## config.mk

```make
export PLATFORM = sky130hd
export DESIGN_NAME = mcc_top
export DESIGN_NICKNAME = d
export VERILOG_FILES = /design/src/rtl/mcc_pkg.sv /design/src/rtl/mcc_seq.sv /design/src/rtl/mcc_strobe.sv /design/src/rtl/mcc_dp.sv /design/src/rtl/mcc_top.sv
export SDC_FILE = /design/constraint.sdc
export NUM_CORES = 1
export LEC_CHECK = 0
export ABC_AREA = 1
export CAP_MARGIN = 20
export CORE_MARGIN = 2
export CORE_UTILIZATION = 35
export DETAILED_ROUTE_END_ITERATION = 8
export DONT_BUFFER_PORTS = 1
export REMOVE_ABC_BUFFERS = 1
export SYNTH_ARGS = -nofsm -noshare
export SYNTH_HDL_FRONTEND = slang
export SYNTH_HIERARCHICAL = 1
export SYNTH_SLANG_ARGS = --single-unit
export TNS_END_PERCENT = 20
```

## constraint.sdc

```tcl
create_clock -name clk_i -period 2.2 [get_ports clk_i]
set_clock_uncertainty 0.15 [all_clocks]
set_input_delay 0.22 -clock clk_i [delete_from_list [all_inputs] [get_ports clk_i]]
set_output_delay 0.22 -clock clk_i [all_outputs]
set_load 0.03 [all_outputs]
```

## src/rtl/mcc_pkg.sv

```systemverilog
package mcc_pkg;

  typedef enum logic [2:0] {
    CYC_FETCH  = 3'd0,
    CYC_MEM_RD = 3'd1,
    CYC_MEM_WR = 3'd2,
    CYC_IO_RD  = 3'd3,
    CYC_IO_WR  = 3'd4
  } cyc_e;

  typedef struct packed {
    logic io_m;
    logic s1;
    logic s0;
  } stat_t;

  function automatic logic cyc_valid(input logic [2:0] code);
    return code <= 3'd4;
  endfunction

  function automatic logic cyc_is_read(input cyc_e c);
    return (c == CYC_FETCH) || (c == CYC_MEM_RD) || (c == CYC_IO_RD);
  endfunction

  function automatic logic cyc_is_write(input cyc_e c);
    return (c == CYC_MEM_WR) || (c == CYC_IO_WR);
  endfunction

  function automatic stat_t cyc_status(input cyc_e c);
    stat_t s;
    case (c)
      CYC_FETCH:  s = '{io_m: 1'b0, s1: 1'b1, s0: 1'b1};
      CYC_MEM_RD: s = '{io_m: 1'b0, s1: 1'b1, s0: 1'b0};
      CYC_MEM_WR: s = '{io_m: 1'b0, s1: 1'b0, s0: 1'b1};
      CYC_IO_RD:  s = '{io_m: 1'b1, s1: 1'b1, s0: 1'b0};
      CYC_IO_WR:  s = '{io_m: 1'b1, s1: 1'b0, s0: 1'b1};
      default:    s = '0;
    endcase
    return s;
  endfunction

endpackage

```

## src/rtl/mcc_seq.sv

```systemverilog
module mcc_seq #(
  parameter int FETCH_T = 4,
  parameter int BASIC_T = 3,
  localparam int PW = $clog2(2 * FETCH_T),
  localparam int TW = PW - 1
) (
  input  logic          clk_i,
  input  logic          rst_ni,
  input  logic          start_i,
  input  logic          long_i,
  output logic          active_o,
  output logic [TW-1:0] tstate_o,
  output logic          half_o,
  output logic          last_o
);

  localparam logic [PW-1:0] LAST_LONG  = PW'(2 * FETCH_T - 1);
  localparam logic [PW-1:0] LAST_SHORT = PW'(2 * BASIC_T - 1);

  logic          active_q;
  logic [PW-1:0] ph_q;
  logic [PW-1:0] last_q;

  always_ff @(posedge clk_i or negedge rst_ni) begin
    if (!rst_ni) begin
      active_q <= 1'b0;
      ph_q     <= '0;
      last_q   <= LAST_SHORT;
    end else if (start_i) begin
      active_q <= 1'b1;
      ph_q     <= '0;
      last_q   <= long_i ? LAST_LONG : LAST_SHORT;
    end else if (active_q) begin
      if (ph_q == last_q) begin
        active_q <= 1'b0;
        ph_q     <= '0;
      end else begin
        ph_q <= ph_q + 1'b1;
      end
    end
  end

  assign active_o = active_q;
  assign tstate_o = ph_q[PW-1:1];
  assign half_o   = ph_q[0];
  assign last_o   = active_q && (ph_q == last_q);

  AST_NO_RESTART: assert property (@(posedge clk_i) disable iff (!rst_ni)
    active_q && !last_o |=> active_q && (ph_q == $past(ph_q) + 1'b1));

endmodule

```

## src/rtl/mcc_strobe.sv

```systemverilog
module mcc_strobe
  import mcc_pkg::*;
#(
  parameter int TW = 2
) (
  input  logic          active_i,
  input  cyc_e          cyc_i,
  input  logic [TW-1:0] tstate_i,
  input  logic          half_i,
  output logic          ale_o,
  output logic          rd_n_o,
  output logic          wr_n_o,
  output logic          ad_oe_o,
  output logic          data_sel_o,
  output logic          capture_o,
  output stat_t         stat_o
);

  logic in_t1, in_t2, in_t3, is_rd, is_wr, strobe_win;

  always_comb begin
    in_t1      = active_i && (tstate_i == TW'(0));
    in_t2      = active_i && (tstate_i == TW'(1));
    in_t3      = active_i && (tstate_i == TW'(2));
    is_rd      = cyc_is_read(cyc_i);
    is_wr      = cyc_is_write(cyc_i);
    strobe_win = in_t2 || (in_t3 && !half_i);

    ale_o      = in_t1 && !half_i;
    rd_n_o     = !(is_rd && strobe_win);
    wr_n_o     = !(is_wr && strobe_win);
    ad_oe_o    = in_t1 || (is_wr && (in_t2 || in_t3));
    data_sel_o = is_wr && !(in_t1 && !half_i);
    capture_o  = is_rd && in_t3 && !half_i;
    stat_o     = active_i ? cyc_status(cyc_i) : '0;
  end

endmodule

```

## src/rtl/mcc_dp.sv

```systemverilog
module mcc_dp
  import mcc_pkg::*;
#(
  parameter int ADDR_W = 16,
  parameter int DATA_W = 8
) (
  input  logic                 clk_i,
  input  logic                 rst_ni,
  input  logic                 load_i,
  input  logic [2:0]           type_i,
  input  logic [ADDR_W-1:0]    addr_i,
  input  logic [DATA_W-1:0]    wdata_i,
  input  logic                 capture_i,
  input  logic                 data_sel_i,
  input  logic [DATA_W-1:0]    ad_i,
  output cyc_e                 cyc_o,
  output logic [ADDR_W-DATA_W-1:0] addr_hi_o,
  output logic [DATA_W-1:0]    ad_o,
  output logic [DATA_W-1:0]    rdata_o
);

  cyc_e              cyc_q;
  logic [ADDR_W-1:0] addr_q;
  logic [DATA_W-1:0] wdata_q;
  logic [DATA_W-1:0] rdata_q;

  always_ff @(posedge clk_i or negedge rst_ni) begin
    if (!rst_ni) begin
      cyc_q   <= CYC_FETCH;
      addr_q  <= '0;
      wdata_q <= '0;
    end else if (load_i) begin
      cyc_q   <= cyc_e'(type_i);
      addr_q  <= addr_i;
      wdata_q <= wdata_i;
    end
  end

  always_ff @(posedge clk_i or negedge rst_ni) begin
    if (!rst_ni)        rdata_q <= '0;
    else if (capture_i) rdata_q <= ad_i;
  end

  assign cyc_o     = cyc_q;
  assign addr_hi_o = addr_q[ADDR_W-1:DATA_W];
  assign ad_o      = data_sel_i ? wdata_q : addr_q[DATA_W-1:0];
  assign rdata_o   = rdata_q;

endmodule

```

## src/rtl/mcc_top.sv

```systemverilog
module mcc_top
  import mcc_pkg::*;
#(
  parameter int FETCH_T = 4,
  parameter int BASIC_T = 3
) (
  input  logic        clk_i,
  input  logic        rst_ni,
  input  logic        req_valid_i,
  input  logic [2:0]  req_type_i,
  input  logic [15:0] req_addr_i,
  input  logic [7:0]  req_wdata_i,
  output logic        busy_o,
  output logic [7:0]  addr_hi_o,
  output logic [7:0]  ad_o,
  output logic        ad_oe_o,
  input  logic [7:0]  ad_i,
  output logic        ale_o,
  output logic        rd_n_o,
  output logic        wr_n_o,
  output logic        io_m_o,
  output logic        s1_o,
  output logic        s0_o,
  output logic [7:0]  rdata_o,
  output logic        done_o
);

  localparam int PW = $clog2(2 * FETCH_T);
  localparam int TW = PW - 1;

  generate
    if (FETCH_T < 3 || BASIC_T < 3 || BASIC_T > FETCH_T) begin : g_bad_cfg
      initial $error("mcc_top: T-state counts out of range");
    end
  endgenerate

  logic          active, half, last, accept, capture, data_sel;
  logic [TW-1:0] tstate;
  cyc_e          cyc;
  stat_t         stat;

  assign accept = req_valid_i && !active && cyc_valid(req_type_i);

  mcc_seq #(.FETCH_T(FETCH_T), .BASIC_T(BASIC_T)) u_seq (
    .clk_i    (clk_i),
    .rst_ni   (rst_ni),
    .start_i  (accept),
    .long_i   (req_type_i == 3'(CYC_FETCH)),
    .active_o (active),
    .tstate_o (tstate),
    .half_o   (half),
    .last_o   (last)
  );

  mcc_dp #(.ADDR_W(16), .DATA_W(8)) u_dp (
    .clk_i      (clk_i),
    .rst_ni     (rst_ni),
    .load_i     (accept),
    .type_i     (req_type_i),
    .addr_i     (req_addr_i),
    .wdata_i    (req_wdata_i),
    .capture_i  (capture),
    .data_sel_i (data_sel),
    .ad_i       (ad_i),
    .cyc_o      (cyc),
    .addr_hi_o  (addr_hi_o),
    .ad_o       (ad_o),
    .rdata_o    (rdata_o)
  );

  mcc_strobe #(.TW(TW)) u_strobe (
    .active_i   (active),
    .cyc_i      (cyc),
    .tstate_i   (tstate),
    .half_i     (half),
    .ale_o      (ale_o),
    .rd_n_o     (rd_n_o),
    .wr_n_o     (wr_n_o),
    .ad_oe_o    (ad_oe_o),
    .data_sel_o (data_sel),
    .capture_o  (capture),
    .stat_o     (stat)
  );

  assign busy_o = active;
  assign done_o = last;
  assign io_m_o = stat.io_m;
  assign s1_o   = stat.s1;
  assign s0_o   = stat.s0;

  AST_STROBE_EXCL: assert property (@(posedge clk_i) disable iff (!rst_ni)
    !(!rd_n_o && !wr_n_o));
  AST_NO_DRIVE_ON_READ: assert property (@(posedge clk_i) disable iff (!rst_ni)
    !rd_n_o |-> !ad_oe_o);
  AST_ALE_SINGLE: assert property (@(posedge clk_i) disable iff (!rst_ni)
    ale_o |=> !ale_o);
  AST_ALE_OPENS: assert property (@(posedge clk_i) disable iff (!rst_ni)
    $rose(busy_o) |-> ale_o);
  AST_STATUS_HELD: assert property (@(posedge clk_i) disable iff (!rst_ni)
    busy_o && $past(busy_o) |-> $stable({io_m_o, s1_o, s0_o}));
  AST_DONE_ENDS: assert property (@(posedge clk_i) disable iff (!rst_ni)
    done_o |=> !done_o && !busy_o);
  AST_IDLE_QUIET: assert property (@(posedge clk_i) disable iff (!rst_ni)
    !busy_o |-> !ale_o && rd_n_o && wr_n_o && !ad_oe_o && !done_o);

endmodule

```

==> results of run 1 <==
## kinds of logic (layout without fill, tap and decap cells)
kind of cell               after synthesis  after routing  share of synthesized area, %
and+or+nand+nor                        176            176                          36.8
AOI/OAI and AO/OA                        4              4                          1.01
xor gates and xnor gates                 1              1                         0.443
adders and majority gates                1              1                         0.633
DFF                                     40             40                          50.7
buffers and inverters                   33             76                          10.4
## worst paths after layout
check	from	to	slack, ns	depth (start not counted)
setup / recovery	u_dp/cyc_o[0]	ad_o[2]	0.16	9
hold / removal	req_valid_i	u_seq/ph_q[0]	0.24	4
setup reg to reg	u_seq/active_o	u_dp/addr_q[4]	0.55	8
hold reg to reg	u_dp/wdata_q[3]	u_dp/wdata_q[3]	0.33	2
max in group asynchronous	rst_ni	u_seq/active_o	1.44	2
min in group asynchronous	rst_ni	u_dp/addr_q[8]	0.27	2
## final cells by class
| class | count | area (sq um) |
|---|---|---|
| Clock buffer | 5 | 68.8 |
| Clock inverter | 3 | 42.5 |
| Fill cell | 548 | 2910 |
| Inverter | 18 | 75.1 |
| Multi-Input combinational cell | 182 | 771 |
| Sequential cell | 40 | 1000 |
| Tap cell | 72 | 90.1 |
| Timing Repair Buffer | 50 | 515 |
## per-stage QoR
step	setup TNS, ns	cells	hold WS [ns]	worst slack (ns)	area [sq um]
after global placement	0	325	-0.225	0.466	2070
after detailed placement	0	325	-0.225	0.429	2070
after CTS	0	370	0.207	0.101	2560
after global routing	0	370	0.252	0.000540	2560
final	0	370	0.239	0.157	2560
after floorplan	-10.91	240	-0.226	-0.363	1840
## power groups by stage
stage / Sequential [mW] / Clock [mW] / Combinational, mW
after floorplan: 1.68 / 0 / 1.36
after global placement: 1.70 / 0 / 1.96
after detailed placement: 1.71 / 0 / 1.99
after CTS: 1.69 / 0.629 / 2.06
after global routing: 1.74 / 0.650 / 2.25
final: 1.69 / 0.593 / 2.03
## what timing repair did
action | 4_1_cts | 5_1_grt
endpoints found under the setup margin | 0 | 3
hold buffers | 37 | 0
endpoints found under the hold margin | 76 | 0
gates resized for setup | 0 | 1
## synthesized netlist by cell type
cell      number
nand2_1      142
dfrtp_1       40
inv_1         15
nand2_2       13
nor2_1        11
buf_4          9
buf_6          3
nand3_1        3
a21oi_1        2
buf_2          2
inv_2          2
nor2_4         2
nor3_1         2
o21ai_0        2
buf_12         1
ha_1           1
inv_8          1
nand3_2        1
nand3b_1       1
nor2_2         1
xnor2_1        1
## state kept, by name (all words and copies together) (netlist names)
register        flops
u_dp/rdata_o        8
u_seq/active_o      1
u_dp/addr_q        16
u_dp/cyc_o          3
u_seq/ph_q          3
u_seq/last_q        1
u_dp/wdata_q        8
## worst max-delay path: stages (launching register included)
cell and delay (ns):
dfrtp_1 0.43, inv_1 0.07, nand2_1 0.06, nand2_2 0.11
nand2_2 0.08, nor2_2 0.13, buf_4 0.18, nand2_1 0.07
nand2_1 0.11, buf_12 0.13
## layer usage
layer | up-vias | wire length [microns] | part of all wire, % | GRT usage, %
li1 | 837 | - | - | -
met1 | 727 | 2040 | 47 | 17.7
met2 | 53 | 1960 | 45 | 23.9
met3 | 4 | 284 | 6.6 | 3.75
met4 | 0 | 38 | 0.88 | 4.14
met5 | - | 0 | 0 | 0
==> impl_results.md, run 1 <==
- Peak VDD IR: 0.698 mV
- Drt pass-1 iters: 4
- Tot Pwr: 4.32 mW
- TritonCTS Buffers: 5
- CP required: 1.83 ns
- Ports: 71
- Status: finished, final reports clean
- Net Switching: 2.14 mW
- Initial Util: 36.1%
- Yosys top cell by area: dfrtp_1
- Die width: 79.1 microns
- Number of global-route vias before repair: 1568
- Synthesized flop and latch total: 40
- Period Utilization, post-route: 92.9%
- CORE AREA: 5470 sq um
- WL/cell: 11.7 microns
- Yosys top cell area share: 50.7%
- Slew Viols, Final: 0
- Row count: 27
- DR iter-0 viols: 100
- Detailed Route WL: 4330 microns
- Synthesis warning total: 6
- H-tree Lvls: 2
- Setup crit end kind: output port
- Total number of vias: 1621
- Remaining DRCs: 0
- Critical Path Fanout Max: 8
- Maximum clock path buffer count: 2
- Post-DP HPWL: 2820 microns
- Syn_area_per_cell: 7.75 sq um
- IO buf count: 0
- Leakage power: 1.36 nW
- Switching fraction of total power: 49.7%
- Largest net degree at the start of global routing: 41
- Clk sinks: 40
- Most common cell after layout, fill and taps aside: nand2_1
- Antenna violations before repair: 0
- Final Setup Violations: 0
- Reg power frac: 39.2%
- Area growth syn-to-layout: 29.8%
- Worst-path clk slew: 0.08 ns
- First-pass GRT wire length: 6950 microns
- Die area: 6260 sq um
- CTS tree: built
- Die Ht: 79.1 microns
- Clock Power Share: 13.7%
- Via-per-instance ratio: 4.38
- Detail Route Antenna Nets: 0
- Least-Margin Pin Slew: 0.332 ns
- Share of layout cells above drive strength 1: 14.8%
- Most frequent cells in the layout: nand2_1, dfrtp_1, dlygate4sd3_1, inv_1, nand2_2
- Kind of critical path: flip-flop to output port
- Min Clock Period, post-route: 2.04 ns
- Area contributors post-synth: dfrtp_1, nand2_1, nand2_2, buf_4, inv_1
- MaxCap Viol Count: 0
- Logic gate share of total power: 47.1%
- Arrival time worst endpoint: 1.67 ns
- Highest Clock Rate: 490 MHz
- RD Place Congestion: 0.796
- RSZ-0062 raised after global routing: false
- Final nets: 336
- Gr ovfl total: 0
- Power per cell area: 1680 nW/um^2
- Fin util: 46.8%
- Mapped cell area: 1980 sq um
- ANT cells: 0
- Post-synth cell types: 21
- Internal power: 2.17 mW
- Final Hold Viols: 0
- Clk_lat worst skew: 0.28 ns
- All-Layer GR Usage: 14.1%
- Seq/Total Area, Yosys: 50.7%
- Postcts setup bufs: 0
- Hold Path Class: input pin to flip-flop
- Synthesized instance count: 255
- Slew headroom: 77.9%
- CTS Root Buffer Type: clkbuf_8
- Crit path launch type: flip-flop
(Power assumes the default switching activity.)
==> run 2: changes to the inputs <==
- GPL_TIMING_DRIVEN: unset -> 0
==> impl_results.md, run 2 (synthesis gave the netlist of run 1 again) <==
- Setup crit end kind: output port
- Power per cell area: 1680 nW/um^2 (-0.16%)
- Fin util: 46.9% (+0.091 points)
- Max stage delay cell, worst path: dfrtp_2
- Kind of critical path: flip-flop to output port
- Levels on crit path: 8 (-1)
- Final Hold Viols: 0 (unchanged)
- Ports: 71 (unchanged)
- Final Setup Violations: 1 (+1)
- ANT cells: 0 (unchanged)
- Period Utilization, post-route: 100% (+7.3 points)
- Area growth syn-to-layout: 30.0%
- Antenna violations before repair: 0 (unchanged)
- Die area: 6260 sq um (unchanged)
- CTS tree: built
- Worst r2r path cells: 7 (-1)
- Die Ht: 79.1 microns (unchanged)
- Most frequent cells in the layout: nand2_1, dfrtp_1, dlygate4sd3_1, nand2_2, inv_1
- Place WS: -0.281 ns (-0.709 ns)
- Post-DP HPWL: 2760 microns (-2.2%)
- All-Layer GR Usage: 16.2% (+2.0 points)
- Design Area, Final: 2570 sq um (+0.20%)
- CORE AREA: 5470 sq um (unchanged)
- Initial Util: 36.1% (unchanged)
- Cell with the most instances on the worst path: nor2_4
- Detailed Route WL: 4680 microns (+8.1%)
- CP Cell Sequence: inv_4 > nor2_4 > nand2_2 > nor2_4 > nor2_4 > clkinvlp_4 > nand2_1 > nand2_4
- RSZ-0062 raised after global routing: true
- CP required: 1.83 ns (about the same)
- H-tree Lvls: 2 (unchanged)
- Hold WS: 0.130 ns (-0.108 ns)
- DR iter-0 viols: 54 (-46%)
- Least-Margin Pin Slew: 0.668 ns (+0.337 ns)
- MaxCap Viol Count: 0 (unchanged)
- Via-per-instance ratio: 4.52 (+3.2%)
- Reg2Reg Setup Slack: 0.26 ns (-0.29 ns)
- Peak VDD IR: 0.742 mV (+6.4%)
- CP delay by family, top: simple AND/OR/NAND/NOR gates
- Crit. Startpoint: u_seq/active_o
- Clk sinks: 40 (unchanged)
- Row count: 27 (unchanged)
- Final setup margin: -0.00276 ns (-0.160 ns)
- CP endpoint: ad_o[1]
- Min Clock Period, post-route: 2.20 ns (+0.160 ns)
- Critical Path Fanout Max: 8 (unchanged)
- Slew Viols, Final: 0 (unchanged)
- IO buf count: 0 (unchanged)
- Drt pass-1 iters: 4 (unchanged)
- Clk_lat worst skew: 0.29 ns (about the same)
- Reg with most FFs: u_dp/addr_q
- Crit path launch type: flip-flop
- Share of layout cells above drive strength 1: 16.6% (+1.8 points)
- R2r endpoint: u_dp/addr_q[4]
- Flip-flop count of the largest register after layout: 16 (unchanged)
- Fill cells: 540 (-1.5%)
- Final non-filler cell total: 362 (-2.2%)
- CTS Root Buffer Type: clkbuf_8
- Worst r2r src: u_seq/active_o
- Highest Clock Rate: 454 MHz (-7.3%)
- Final nets: 328 (-2.4%)
- Total number of vias: 1636 (+0.93%)
- CP Buf/Inv Count: 2 (-1)
- Slew headroom: 55.4% (-22 points)
- Maximum clock path buffer count: 2 (unchanged)
- RD Place Congestion: 0.707 (-11%)
- Failing checks: negative setup slack
- Hold Path Class: input pin to flip-flop
- WL/cell: 12.9 microns (+10%)
- Largest net degree at the start of global routing: 41 (unchanged)
- Status: finished, violations left
- Arrival time worst endpoint: 1.83 ns (+0.16 ns)
- TritonCTS Buffers: 5 (unchanged)
- Most common cell after layout, fill and taps aside: nand2_1
- Detail Route Antenna Nets: 0 (unchanged)
- Tot Pwr: 4.32 mW (about the same)
- Placed cell area: 1960 sq um (-5.2%)
- Critical path's largest stage delay: 0.55 ns (+0.12 ns)
- Leakage power: 1.32 nW (-2.7%)
- Die width: 79.1 microns (unchanged)
- DP Cell Count: 313 (-3.7%)
- TNS Setup: -0.00276 ns (-0.00276 ns)
- Gr ovfl total: 0 (unchanged)
- First-pass GRT wire length: 7840 microns (+13%)
- Remaining DRCs: 0 (unchanged)
- Number of global-route vias before repair: 1703 (+8.6%)
- Worst-path clk slew: 0.08 ns (about the same)
-- run 2: cell count changes in the layout (fill, tap and decap cells not counted), sizes merged --
cell / change
buf: -8
clkbuf: +1
inv: -1
-- run 2: final cells by class --
type / count / area (sq um) / share of cell area, %
flip-flops and latches: 40 / 1000 / 39.0
multi-input cells: 182 / 848 / 33.0
clock inverters: 2 / 35.0 / 1.36
well taps: 72 / 90.1 / 3.51
inverters: 18 / 81.3 / 3.17
clock buffers: 6 / 72.6 / 2.83
repair buffers: 42 / 439 / 17.1
-- run 2: tightest hold or removal path: stages --
cell	delay, ns
nand2_1	0.06
nor2_2	0.13
nand2_1	0.09
nand2_1	0.04
-- run 2: how the worst min path moves through the flow --
stage,to,from,cells after the start,slack (ns)
2_1_floorplan,u_dp/addr_q[0],rst_ni,0,-0.23
5_1_grt,u_dp/addr_q[7],req_valid_i,4,0.16
3_3_place_gp,u_seq/active_o,rst_ni,0,-0.22
6_report,u_dp/wdata_q[7],req_valid_i,4,0.13
4_1_cts,u_dp/addr_q[6],req_valid_i,4,0.13
3_5_place_dp,u_seq/active_o,rst_ni,0,-0.22
-- run 2: timing repair --
action                                  CTS  global route
pin swaps                                 5             2
resized for setup                        23             2
endpoints found under the setup margin   17            11
buffers inserted                          4             0
endpoints found under the hold margin    76             0
hold buffers                             37             0
-- run 2: metal layers --
metal,GRT usage [%],share of wire [%],vias to the layer above
li1,-,-,822
met4,4.14,1.1,0
met5,0,0,-
met3,5.68,7.3,5
met1,18.8,45,755
met2,28.2,47,54
-- run 2: power by group --
part / switching, mW / internal (mW)
Clock: 0.263 / 0.337
Sequential: 0.631 / 1.11
Combinational: 1.38 / 0.602
==> run 3: changes to the inputs <==
- CELL_PAD_IN_SITES_DETAIL_PLACEMENT: unset -> 1
- CELL_PAD_IN_SITES_GLOBAL_PLACEMENT: unset -> 2
- CORE_UTILIZATION: 35 -> 34
- PLACE_DENSITY_LB_ADDON: unset -> 0.1
==> impl_results.md, run 3 (synthesis gave the netlist of run 1 again) <==
- DR iter-0 viols: 64 (+19%)
- Power per cell area: 1660 nW/um^2 (-1.5%)
- CORE AREA: 5570 sq um (+1.9%)
- Final nets: 328 (unchanged)
- WL/cell: 13.8 microns (+6.5%)
- Worst r2r src: u_seq/active_o
- Final Setup Violations: 0 (-1)
- Critical Path Fanout Max: 8 (unchanged)
- Most frequent cells in the layout: nand2_1, dfrtp_1, dlygate4sd3_1, nand2_2, inv_1
- IO buf count: 0 (unchanged)
- Remaining DRCs: 0 (unchanged)
- Kind of critical path: flip-flop to output port
- Status: finished, final reports clean
- TNS Setup: 0 ns (+0.00276 ns)
- Reg with most FFs: u_dp/addr_q
- Clk sinks: 40 (unchanged)
- RD Place Congestion: 0.696 (-1.6%)
- Multi-input gate area: 857 sq um (+1.0%)
- MaxCap Viol Count: 0 (unchanged)
- Leakage power: 1.31 nW (-1.3%)
- Highest Clock Rate: 463 MHz (+2.0%)
- Critical path's largest stage delay: 0.54 ns (about the same)
- Peak VDD IR: 0.593 mV (-20%)
- H-tree Lvls: 2 (unchanged)
- R2r endpoint: u_dp/rdata_o[7]
- Cell with the most instances on the worst path: nor2_4
- Arrival time worst endpoint: 1.79 ns (-0.04 ns)
- Maximum clock path buffer count: 2 (unchanged)
- Share of layout cells above drive strength 1: 16.2% (-0.34 points)
- Storage element area: 1000 sq um (+0.25%)
- Slew Viols, Final: 0 (unchanged)
- Post-DP HPWL: 2990 microns (+8.3%)
- Detail Route Antenna Nets: 0 (unchanged)
- CP required: 1.83 ns (about the same)
- Levels on crit path: 8 (unchanged)
- Hold Path Class: input pin to flip-flop
- CTS tree: built
- Hold path cells: 4 (unchanged)
- Largest net degree at the start of global routing: 41 (unchanged)
- Row count: 27 (unchanged)
- Gr ovfl total: 0 (unchanged)
- Initial Util: 35.4% (-0.66 points)
- Antenna violations before repair: 0 (unchanged)
- Detailed Route WL: 4980 microns (+6.5%)
- Min Clock Period, post-route: 2.16 ns (-0.0426 ns)
- CTS Root Buffer Type: clkbuf_8
- Die area: 6440 sq um (+2.8%)
- Placed cell area: 1940 sq um (-1.1%)
- Fill cells: 664 (+23%)
- CP Cell Sequence: inv_4 > nor2_4 > nand2_2 > nor2_4 > nor2_4 > buf_4 > nand2_1 > nand2_4
- Max stage delay cell, worst path: dfrtp_4
- Least-Margin Pin Slew: 0.709 ns (+0.0403 ns)
- Final Hold Viols: 0 (unchanged)
- RSZ-0062 raised after global routing: true
- Ports: 71 (unchanged)
- Area growth syn-to-layout: 28.6%
- Slew headroom: 52.7% (-2.7 points)
- ANT cells: 0 (unchanged)
- Clk_lat worst skew: 0.29 ns (about the same)
- Reg2Reg Setup Slack: 0.20 ns (-0.06 ns)
- CP delay by family, top: simple AND/OR/NAND/NOR gates
- WHS Endpoint: u_dp/addr_q[15]
- TritonCTS Buffers: 5 (unchanged)
- Die Ht: 80.2 microns (+1.4%)
- Flip-flop count of the largest register after layout: 16 (unchanged)
- Drt pass-1 iters: 4 (unchanged)
- Via-per-instance ratio: 4.56 (+0.98%)
- Total number of vias: 1652 (+0.98%)
- Most common cell after layout, fill and taps aside: nand2_1
- All-Layer GR Usage: 16.0% (-0.21 points)
- CP Buf/Inv Count: 2 (unchanged)
- Number of global-route vias before repair: 1690 (-0.76%)
- Period Utilization, post-route: 98.2% (-1.9 points)
- Worst-path clk slew: 0.08 ns (about the same)
- HP Start: req_valid_i
- Crit path launch type: flip-flop
- First-pass GRT wire length: 7860 microns (+0.27%)
- Worst r2r path cells: 7 (unchanged)
- Setup crit end kind: output port
- Die width: 80.2 microns (+1.4%)
- Design Area, Final: 2540 sq um (-1.1%)
[run 3: cell types whose count changed in the layout (fill, tap and decap cells not counted)]
| cell | previous run | this run |
|---|---|---|
| clkinv_2 | 1 | 0 |
| clkbuf_8 | 5 | 6 |
| nor2_1 | 9 | 10 |
| clkinvlp_4 | 1 | 2 |
| buf_4 | 2 | 3 |
| nor2_2 | 2 | 1 |
| dfrtp_2 | 1 | 0 |
| clkdlybuf4s18_2 | 0 | 1 |
| buf_2 | 1 | 0 |
| bufinv_16 | 1 | 0 |
| dfrtp_4 | 0 | 1 |
| buf_16 | 1 | 0 |
| buf_6 | 1 | 0 |
| nor2_4 | 3 | 4 |
[run 3: final cells by class]
| class | instances | area share, % |
|---|---|---|
| clock inverters | 1 | 0.296 |
| repair buffers | 41 | 16.3 |
| clock buffers | 7 | 3.40 |
| well taps | 72 | 3.55 |
| flip-flops and latches | 40 | 39.6 |
| multi-input cells | 183 | 33.7 |
| inverters | 18 | 3.20 |
[run 3: how the worst max path moves through the flow]
stage | start | endpoint | slack (ns)
floorplan | u_seq/active_o | u_dp/addr_q[0] | -0.36
finish | u_seq/active_o | ad_o[6] | 0.04
detailed placement | u_seq/active_o | ad_o[1] | -0.29
CTS | u_seq/active_o | ad_o[1] | -0.02
global placement | u_seq/active_o | u_dp/wdata_q[5] | -1.26
global route | u_seq/active_o | ad_o[1] | -0.09
[run 3: what timing repair did]
| action | 4_1_cts | 5_1_grt |
|---|---|---|
| cloned | 0 | 1 |
| pin swaps | 1 | 1 |
| gates resized for setup | 20 | 4 |
| endpoints found under the hold margin | 76 | 0 |
| hold buffers | 37 | 0 |
| setup endpoints to repair | 43 | 37 |
| buffers inserted | 2 | 2 |
[run 3: report_power, final]
part           total (mW)  switching [mW]  internal, mW
logic                1.95            1.37         0.578
clock network       0.512           0.257         0.255
registers            1.75           0.637          1.11
[run 3: through the flow]
stage          setup WS [ns]  total power [mW]  hold WS (ns)  instances  utilization, %
2_1_floorplan         -0.363              3.03        -0.226        240               -
3_3_place_gp           -1.26              3.33        -0.224        312            34.7
4_1_cts              -0.0185              4.20         0.210        359            45.0
3_5_place_dp          -0.287              3.37        -0.224        312            34.8
5_1_grt              -0.0886              4.54         0.287        362            45.6
6_report              0.0399              4.21         0.249        362            45.6
[run 3: per-layer routing]
metal  vias to the layer above  global-route usage (%)  part of all wire, %
met5                         -                       0                    0
met4                         0                    5.59                 0.98
met3                         5                    5.06                  6.8
met2                        53                    26.9                   50
met1                       774                    19.1                   42
li1                        820                       -                    -
[run 3: worst min-delay path, stage by stage]
cell	delay [ns]
nand2_1	0.15
nor2_4	0.15
nand2_1	0.09
nand2_1	0.04
